===== src/rtl/smi_pd_pkg.sv =====
package smi_pd_pkg;
  // Register field positions (software decodes these).
  localparam int BIT_OVR_EN  = 11;
  localparam int BIT_OVR_VAL = 10;
  localparam int BIT_EN_BASE = 8;   // enable for source i at BIT_EN_BASE+i
  localparam int BIT_PD_PIN  = 7;
  localparam int BIT_STS_BASE = 5;  // status for source i at BIT_STS_BASE+i
  localparam int BIT_MULTI   = 4;

  // Source indices: 0 = bus error, 1 = serial IRQ.
  localparam int NSRC    = 2;
  localparam int SRC_LPC = 0;
  localparam int SRC_SER = 1;

  typedef struct packed {
    logic            ovr_en;
    logic            ovr_val;
    logic [NSRC-1:0] smi_en;
  } ctrl_t;
endpackage


===== src/rtl/smi_ctrl_reg.sv =====
module smi_ctrl_reg
  import smi_pd_pkg::*;
#(
  parameter int DATA_W = 32
) (
  input  logic              clk,
  input  logic              rst,
  input  logic              wr_hit,
  input  logic [DATA_W-1:0] wdata,
  output ctrl_t             ctrl
);
  always_ff @(posedge clk) begin
    if (rst) begin
      ctrl <= '0;
    end else if (wr_hit) begin
      ctrl.ovr_en  <= wdata[BIT_OVR_EN];
      ctrl.ovr_val <= wdata[BIT_OVR_VAL];
      ctrl.smi_en  <= wdata[BIT_EN_BASE +: NSRC];
    end
  end
endmodule


===== src/rtl/smi_sticky_bit.sv =====
module smi_sticky_bit (
  input  logic clk,
  input  logic rst,
  input  logic set,
  input  logic clr,
  output logic q
);
  // Set has priority over a simultaneous clear.
  always_ff @(posedge clk) begin
    if (rst)      q <= 1'b0;
    else if (set) q <= 1'b1;
    else if (clr) q <= 1'b0;
  end
endmodule


===== src/rtl/smi_top_status.sv =====
module smi_top_status #(
  parameter int N = 2
) (
  input  logic         clk,
  input  logic         rst,
  input  logic [N-1:0] src_set,
  input  logic [N-1:0] src_w1c,
  input  logic [N-1:0] src_sts,
  output logic         top
);
  logic clr;

  // Clear when some source is acknowledged and every other source is
  // either idle or acknowledged by the same write.
  always_comb begin
    clr = 1'b0;
    for (int i = 0; i < N; i++) begin : g_try
      logic others_idle;
      others_idle = 1'b1;
      for (int j = 0; j < N; j++) begin
        if (j != i && src_sts[j] && !src_w1c[j]) others_idle = 1'b0;
      end
      if (src_w1c[i] && others_idle) clr = 1'b1;
    end
  end

  always_ff @(posedge clk) begin
    if (rst)           top <= 1'b0;
    else if (|src_set) top <= 1'b1;
    else if (clr)      top <= 1'b0;
  end
endmodule


===== src/rtl/smi_pd_mux.sv =====
module smi_pd_mux (
  input  logic clk,
  input  logic rst,
  input  logic ovr_en,
  input  logic ovr_val,
  input  logic pm_level,
  output logic pd_n
);
  always_ff @(posedge clk) begin
    if (rst) pd_n <= 1'b1;
    else     pd_n <= ovr_en ? ovr_val : pm_level;
  end
endmodule


===== src/rtl/smi_pd_csr.sv =====
module smi_pd_csr
  import smi_pd_pkg::*;
#(
  parameter int              ADDR_W   = 8,
  parameter int              DATA_W   = 32,
  parameter logic [ADDR_W-1:0] REG_ADDR = 8'h1C
) (
  input  logic              clk,
  input  logic              rst,
  input  logic              bus_wr,
  input  logic              bus_rd,
  input  logic [ADDR_W-1:0] bus_addr,
  input  logic [DATA_W-1:0] bus_wdata,
  output logic [DATA_W-1:0] bus_rdata,
  input  logic              serirq_evt,
  input  logic              lpc_err_evt,
  input  logic              pm_pwr_ok,
  output logic              pd_n_o,
  output logic              smi_o
);
  logic            wr_hit, rd_hit;
  ctrl_t           ctrl_q;
  logic [NSRC-1:0] evt_in, src_set, src_w1c, src_sts;
  logic            multi_q, multi_set, multi_clr;
  logic [DATA_W-1:0] image;
  logic            unused_wbits;

  assign wr_hit = bus_wr && (bus_addr == REG_ADDR);
  assign rd_hit = bus_rd && (bus_addr == REG_ADDR);
  assign unused_wbits = ^{bus_wdata[DATA_W-1:12], bus_wdata[BIT_PD_PIN], bus_wdata[3:0]};

  assign evt_in[SRC_LPC] = lpc_err_evt;
  assign evt_in[SRC_SER] = serirq_evt;

  smi_ctrl_reg #(.DATA_W(DATA_W)) u_ctrl (
    .clk(clk), .rst(rst), .wr_hit(wr_hit), .wdata(bus_wdata), .ctrl(ctrl_q)
  );

  for (genvar s = 0; s < NSRC; s++) begin : g_src
    assign src_set[s] = evt_in[s] && ctrl_q.smi_en[s];
    assign src_w1c[s] = wr_hit && bus_wdata[BIT_STS_BASE+s];
    smi_sticky_bit u_sts (
      .clk(clk), .rst(rst), .set(src_set[s]), .clr(src_w1c[s]), .q(src_sts[s])
    );
  end

  assign multi_set = lpc_err_evt && src_sts[SRC_LPC];
  assign multi_clr = wr_hit && bus_wdata[BIT_MULTI];
  smi_sticky_bit u_multi (
    .clk(clk), .rst(rst), .set(multi_set), .clr(multi_clr), .q(multi_q)
  );

  smi_top_status #(.N(NSRC)) u_top (
    .clk(clk), .rst(rst), .src_set(src_set), .src_w1c(src_w1c),
    .src_sts(src_sts), .top(smi_o)
  );

  smi_pd_mux u_pd (
    .clk(clk), .rst(rst), .ovr_en(ctrl_q.ovr_en), .ovr_val(ctrl_q.ovr_val),
    .pm_level(pm_pwr_ok), .pd_n(pd_n_o)
  );

  always_comb begin
    image = '0;
    image[BIT_OVR_EN]  = ctrl_q.ovr_en;
    image[BIT_OVR_VAL] = ctrl_q.ovr_val;
    image[BIT_PD_PIN]  = pd_n_o;
    image[BIT_MULTI]   = multi_q;
    for (int s = 0; s < NSRC; s++) begin
      image[BIT_EN_BASE+s]  = ctrl_q.smi_en[s];
      image[BIT_STS_BASE+s] = src_sts[s];
    end
  end

  always_ff @(posedge clk) begin
    if (rst)         bus_rdata <= '0;
    else if (rd_hit) bus_rdata <= image;
    else             bus_rdata <= '0;
  end
endmodule


===== config.mk =====
export PLATFORM = sky130hd
export DESIGN_NAME = smi_pd_csr
export DESIGN_NICKNAME = d
export VERILOG_FILES = /design/src/rtl/smi_pd_pkg.sv /design/src/rtl/smi_ctrl_reg.sv /design/src/rtl/smi_sticky_bit.sv /design/src/rtl/smi_top_status.sv /design/src/rtl/smi_pd_mux.sv /design/src/rtl/smi_pd_csr.sv
export SDC_FILE = /design/constraint.sdc
export NUM_CORES = 1
export LEC_CHECK = 0
export BUFFER_PORTS_ARGS = -buffer_cell sky130_fd_sc_hd__buf_2
export CAP_MARGIN = 20
export CORE_MARGIN = 2
export CORE_UTILIZATION = 35
export CTS_CLUSTER_SIZE = 20
export DETAILED_ROUTE_END_ITERATION = 8
export PLACE_DENSITY_LB_ADDON = 0.15
export SYNTH_ARGS = -nofsm -noshare
export SYNTH_HDL_FRONTEND = slang
export SYNTH_SLANG_ARGS = --single-unit

===== constraint.sdc =====
create_clock -name clk -period 1.62 [get_ports clk]
set_input_delay 0.081 -clock clk [delete_from_list [all_inputs] [get_ports clk]]
set_output_delay 0.081 -clock clk [all_outputs]
set_load 0.1 [all_outputs]

==> metrics, run 1 <==
status completed; clock tree buffer depth 2; Synth Area in Compound Gates 0.101; final period utilization 0.704; Simple-Gate Fraction of Synth Area 0.212; min cycle time layout 1140 ps; largest net degree at the start of global routing 15; CP Data Arrival Time 1060 ps; clk_skew a little under 7 ps; final setup fails 0; crit path buf inv count 1; ratio of cells with drive above 1 in the final layout 0.322; WP depth 1; Mapped Avg Cell Area 9.98 um^2; P&R area growth vs syn 20.3%; Routed Wire Length roughly 1.5 mm; routed len/inst 9.94 um; sum of negative setup slack 0 ps; drt drc 0; root buffer cell clkbuf_4; XOR/XNOR Fraction of Synth Area 0; 1st-iter DRT viols 11; clock latency on the worst-skew pair about 300 ps; vias in the first global route between 500 and 600; Slowest cell on crit path buf_2; GP Congestion between 0.6 and 0.7; slowest stage delay, CP ~420 ps; worst reg2reg path depth 2; final non-filler cell total around 150; Reg clk slew, reported paths ~100 ps; dpl cells 142; RSZ-0062 raised after global routing no; WS Path Type reg -> out; Total Power between 900 and 1000 uW; number of routed nets with antenna violations 0; GRT Total Usage 0.109; first-pass GRT wire length around 2.2 mm; die area about 2800 um^2; core area 2230 um^2; synthesized instance count between 80 and 90; # nets final ~170; Post-Syn Area approximately 840 um^2; Synth Area in Adders 0; Fmax slightly below 0.9 GHz; Seq cells post-synth 17; CTS tree built; detailed placement HPWL 1.16 mm; Initial Util 0.375; Die Y around 53 um; Via Count ~630; GRT overflow 0; initial antenna violation count 0; max cap viols 0; Pleak between 0.0004 and 0.0005 uW; Synth warnings 0; ANT cells 0; TritonRoute pass-1 iters 4; Cell variety after synth 20; Die Wd about 53 um; Crit. End Element output pin; critical path startpoint category register; htree depth 1; Critical Path RT between 1500 and 2000 ps; largest family of logic cells by synthesized area buffers and inverters; pwr/cell area approximately 940 nW/um^2; peak supply drop roughly 0.59 mV; multiplexer area fraction after synthesis 0.0478; Site Rows 17; worst-path fanout max 2; port bufs 31; Hold Violations, Final 0; clk sinks 17; crit-path leading delay family buffers and inverters; Num CTS Buffers 3; Post-CTS Setup Bufs 0; sequential share of the synthesized area 0.406; IO Count 81; cell breakdown of the critical path buf_2; Slew Viols, Final 0; hold slack final between 30 and 40 ps; Vias/cell ~4.2; hold path cells 3; HP Class in -> reg
==> path summary, 6_finish.rpt <==
kind	from	to	slack, ps
setup / recovery	u_top.top$_SDFFE_PP0P_	smi_o	480
hold reg to reg	u_pd.pd_n$_SDFF_PP1_	bus_rdata[7]$_SDFF_PP0_	470
hold / removal	bus_wdata[8]	u_ctrl.ctrl[0]$_SDFFE_PP0N_	40
setup reg to reg	u_ctrl.ctrl[1]$_SDFFE_PP0N_	u_top.top$_SDFFE_PP0P_	690
==> what timing repair did <==
action,in CTS,in global routing
resized for setup,0,0
hold buffers,3,0
endpoints found under the hold margin,3,0
==> logic make-up (layout without fill, tap and decap cells) <==
kind of cell           after synthesis  in the layout
AOI/OAI and AO/OA                   11             11
buffers and inverters               27             41
DFF                                 17             17
muxes                                4              4
other                                1             24
and+or+nand+nor                     24             24
==> final cells by class <==
class,instances,area (um^2)
Timing Repair Buffer,35,205
Clock inverter,1,5.00
Tap cell,28,35.0
Inverter,2,7.51
Fill cell,229,1220
Multi-Input combinational cell,63,393
Sequential cell,17,340
Clock buffer,3,22.5
==> report_power, final <==
group | switching [uW] | total, uW | internal [uW]
clock | 134 | 226 | 92.0
combinational | 274 | 307 | 33.1
sequential | 0.698 | 420 | 419
==> through the flow <==
step / utilization / cell area [um^2] / setup WS (ps)
detailed placement: 0.426 / 951 / 209
CTS: 0.452 / 1010 / 466
global route: 0.452 / 1010 / 421
global placement: 0.426 / 951 / 231
finish: 0.452 / 1010 / 479
floorplan: - / 925 / 248
==> cell usage after synthesis, drive strengths merged <==
| cell type | number | share of area |
|---|---|---|
| a211o | 1 | 0.010 |
| a21oi | 3 | 0.018 |
| a221oi | 1 | 0.010 |
| a222oi | 1 | 0.012 |
| a311oi | 4 | 0.042 |
| and2 | 8 | 0.060 |
| buf | 24 | 0.21 |
| clkbuf | 1 | 0.0045 |
| conb | 1 | 0.0045 |
| dfxtp | 17 | 0.41 |
| inv | 2 | 0.0090 |
| mux2i | 4 | 0.048 |
| nand2 | 3 | 0.013 |
| nand2b | 8 | 0.060 |
| nand4b | 1 | 0.010 |
| nor2b | 1 | 0.0075 |
| nor3 | 1 | 0.019 |
| nor4b | 1 | 0.028 |
| o21bai | 1 | 0.0090 |
| or4 | 1 | 0.013 |
==> registers in the layout (all words and copies together), names as in the netlist <==
| signal | count |
|---|---|
| bus_rdata | 8 |
| g_src.u_sts.q | 2 |
| u_ctrl.ctrl | 4 |
| u_multi.q | 1 |
| u_pd.pd_n | 1 |
| u_top.top | 1 |
==> placed cells by master, fill, tap and decap left out, types with 2 or more instances in the layout <==
master / instances
a21oi_1: 3
a311oi_1: 4
and2_1: 8
buf_2: 31
clkbuf_4: 3
conb_1: 24
dfxtp_1: 17
dlygate4sd3_1: 3
inv_1: 2
mux2i_1: 4
nand2_1: 3
nand2b_1: 8
==> routing by layer <==
metal	vias to the layer above	GRT usage	routed length, um
met5	-	0	0
met4	0	0.0385	6
met3	2	0.0593	161
met2	33	0.177	742
met1	283	0.119	570
li1	311	-	-
Power figures use the tool's default switching activity.
==> inputs of run 2 (changes only) <==
Settings changed: CORE_ASPECT_RATIO set to 2, CORE_UTILIZATION 35 to 32.
Clock period 1.62 ns to 1 ns, I/O delays scaled along.
==> metrics, run 2 (same netlist as run 1, synthesis figures left out) <==
status finished with violations (was completed); failing checks negative setup slack; clk_skew 4.40 ps (was 6.85 ps); GRT Total Usage 0.110 (was 0.109); grt met2 use 0.184 (was 0.177); largest net degree at the start of global routing 14 (was 15); hold slack final 27.1 ps (was 35.9 ps); CTS tree built (unchanged); first-pass GRT wire length 2.34 mm (was 2.16 mm); max reg flops 8 (unchanged); dpl cells 143 (was 142); Critical Path RT 1200 ps (was 1540 ps); commonest non-fill, non-tap cell in the layout conb_1 (was buf_2); post-layout util 0.473 (was 0.452); max cap viols 0 (unchanged); Fmax slightly above 0.9 GHz; Worst Slack Setup Final -87.7 ps (was 479 ps); Hold-fix buffers, CTS 0 (was 3); HP Class in -> reg (unchanged); P&R area growth vs syn 43.3% (was 20.3%); Vias/cell 4.37 (was 4.22); Post-Place Cell Area 1110 um^2 (was 951 um^2); number of routed nets with antenna violations 0 (unchanged); Slew Viols, Final 0 (unchanged); min cycle time layout around 1100 ps; ANT cells 0 (unchanged); routed len/inst 10.6 um (was 9.94 um); die area 3070 um^2 (was 2800 um^2); detailed placement HPWL 1.26 mm (was 1.16 mm); Hold Violations, Final 0 (unchanged); Site Rows 26 (was 17); global routing's busiest layer met2 (unchanged); GRT overflow 0 (unchanged); clock latency on the worst-skew pair 250 ps (was 300 ps); RSZ-0062 raised after global routing yes (was no); core area 2540 um^2 (was 2230 um^2); IO Count 81 (unchanged); vias in the first global route 564 (was 506); Routed Wire Length 1.56 mm (was 1.48 mm); GP Congestion 0.677 (was 0.681); CP Data Arrival Time 1280 ps (was 1060 ps); peak supply drop 0.751 mV (was 0.586 mV); port bufs 31 (unchanged); Num CTS Buffers 3 (unchanged); worst-path fanout max 8 (was 2); slowest stage delay, CP 560 ps (was 420 ps); Die Wd 40.2 um (was 52.9 um); Total Power 1690 uW (was 953 uW); Die Y 76.4 um (was 52.9 um); TritonRoute pass-1 iters 5 (was 4); Crit. End Element register (was output pin); final non-filler cell total 148 (was 149); top flop regs bus_rdata (8), u_ctrl.ctrl (4), g_src.u_sts.q (2) (unchanged); Reg clk slew, reported paths 60 ps (was 100 ps); clock tree buffer depth 2 (unchanged); WS Path Type in -> reg (was reg -> out); Slowest cell on crit path or4_4 (was buf_2); initial antenna violation count 0 (unchanged); clk sinks 17 (unchanged); final setup fails 16 (was 0); met1 Track Usage GR 0.0943 (was 0.119); Biggest register bus_rdata (unchanged); crit path buf inv count 2 (was 1); htree depth 1 (unchanged); critical path startpoint category input pin (was register); Initial Util 0.330 (was 0.375); pwr/cell area 1400 nW/um^2 (was 945 nW/um^2); drt drc 0 (unchanged); global-route met3 utilization 0.0379 (was 0.0593); most frequent cells in the layout 24 x conb_1, 19 x buf_2, 15 x dfxtp_1 (was 31 x buf_2, 24 x conb_1, 17 x dfxtp_1); # nets final 168 (was 169); cell breakdown of the critical path buf_6 -> or4_4 -> nor4b_4 -> buf_4 -> and2_4 (was buf_2); final period utilization 1.09; root buffer cell clkbuf_8 (was clkbuf_4); crit-path leading delay family simple AND/OR/NAND/NOR gates (was buffers and inverters); Via Count 647 (was 629); ratio of cells with drive above 1 in the final layout 0.400 (was 0.322); Pleak 0.000527 uW (was 0.000482 uW); 1st-iter DRT viols 9 (was 11); finished layout cell area 1200 um^2 (was 1010 um^2)
-- run 2: cell count changes in the layout (fill, tap and decap cells not counted), moves of 3 or more --
cell / change
buf_2: -12
buf_12: +10
a311oi_1: -3
a311oi_2: +3
clkbuf_4: -3
clkbuf_8: +3
dlygate4sd3_1: -3
-- run 2: worst reg2reg max path: cells and delay by family (launching register included) --
| kind | cells | cell delay, ps |
|---|---|---|
| AOI/OAI and AO/OA | 2 | 450 |
| DFF | 1 | 360 |
-- run 2: stage by stage --
stage | worst slack (ps) | TNS, ps
2_1_floorplan | -223 | -3090
3_3_place_gp | -363 | -5410
3_5_place_dp | -409 | -5860
4_1_cts | -84.0 | -1090
5_1_grt | -116 | -1550
6_report | -87.7 | -1090
-- run 2: worst paths after layout --
| path | to | from | slack (ps) | cells past startpoint |
|---|---|---|---|---|
| setup / recovery | bus_rdata[7]$_SDFF_PP0_ | bus_addr[1] | -90 | 5 |
| hold reg to reg | bus_rdata[4]$_SDFF_PP0_ | u_multi.q$_SDFFE_PP0P_ | 460 | 1 |
| hold / removal | u_multi.q$_SDFFE_PP0P_ | bus_wdata[4] | 30 | 2 |
| setup reg to reg | u_top.top$_SDFFE_PP0P_ | u_ctrl.ctrl[1]$_SDFFE_PP0N_ | 70 | 2 |
-- run 2: cell type report --
type	count	area [um^2]
repair buffers	34	353
clock buffers	3	41.3
fillers	243	1340
clock inverters	1	5.00
flip-flops and latches	17	343
multi-input cells	63	417
inverters	2	7.51
well taps	28	35.0
-- run 2: report_power, final --
| group | leakage [uW] | switching [uW] | total (uW) | internal, uW |
|---|---|---|---|---|
| registers | 0.000137 | 2.69 | 683 | 680 |
| clock network | 0.0000255 | 221 | 497 | 276 |
| logic | 0.000364 | 446 | 506 | 60.4 |
-- run 2: what timing repair did --
action,CTS,global route
endpoints found under the setup margin,16,16
buffers inserted,1,0
gates resized for setup,4,3
hold endpoints to repair,0,0
pin swaps,7,3
-- run 2: metal layers --
layer / part of all wire / wire length [um] / up-vias
li1: - / - / 308
met1: 0.28 / 441 / 289
met2: 0.55 / 865 / 44
met3: 0.12 / 195 / 6
met4: 0.039 / 61 / 0
met5: 0 / 0 / -
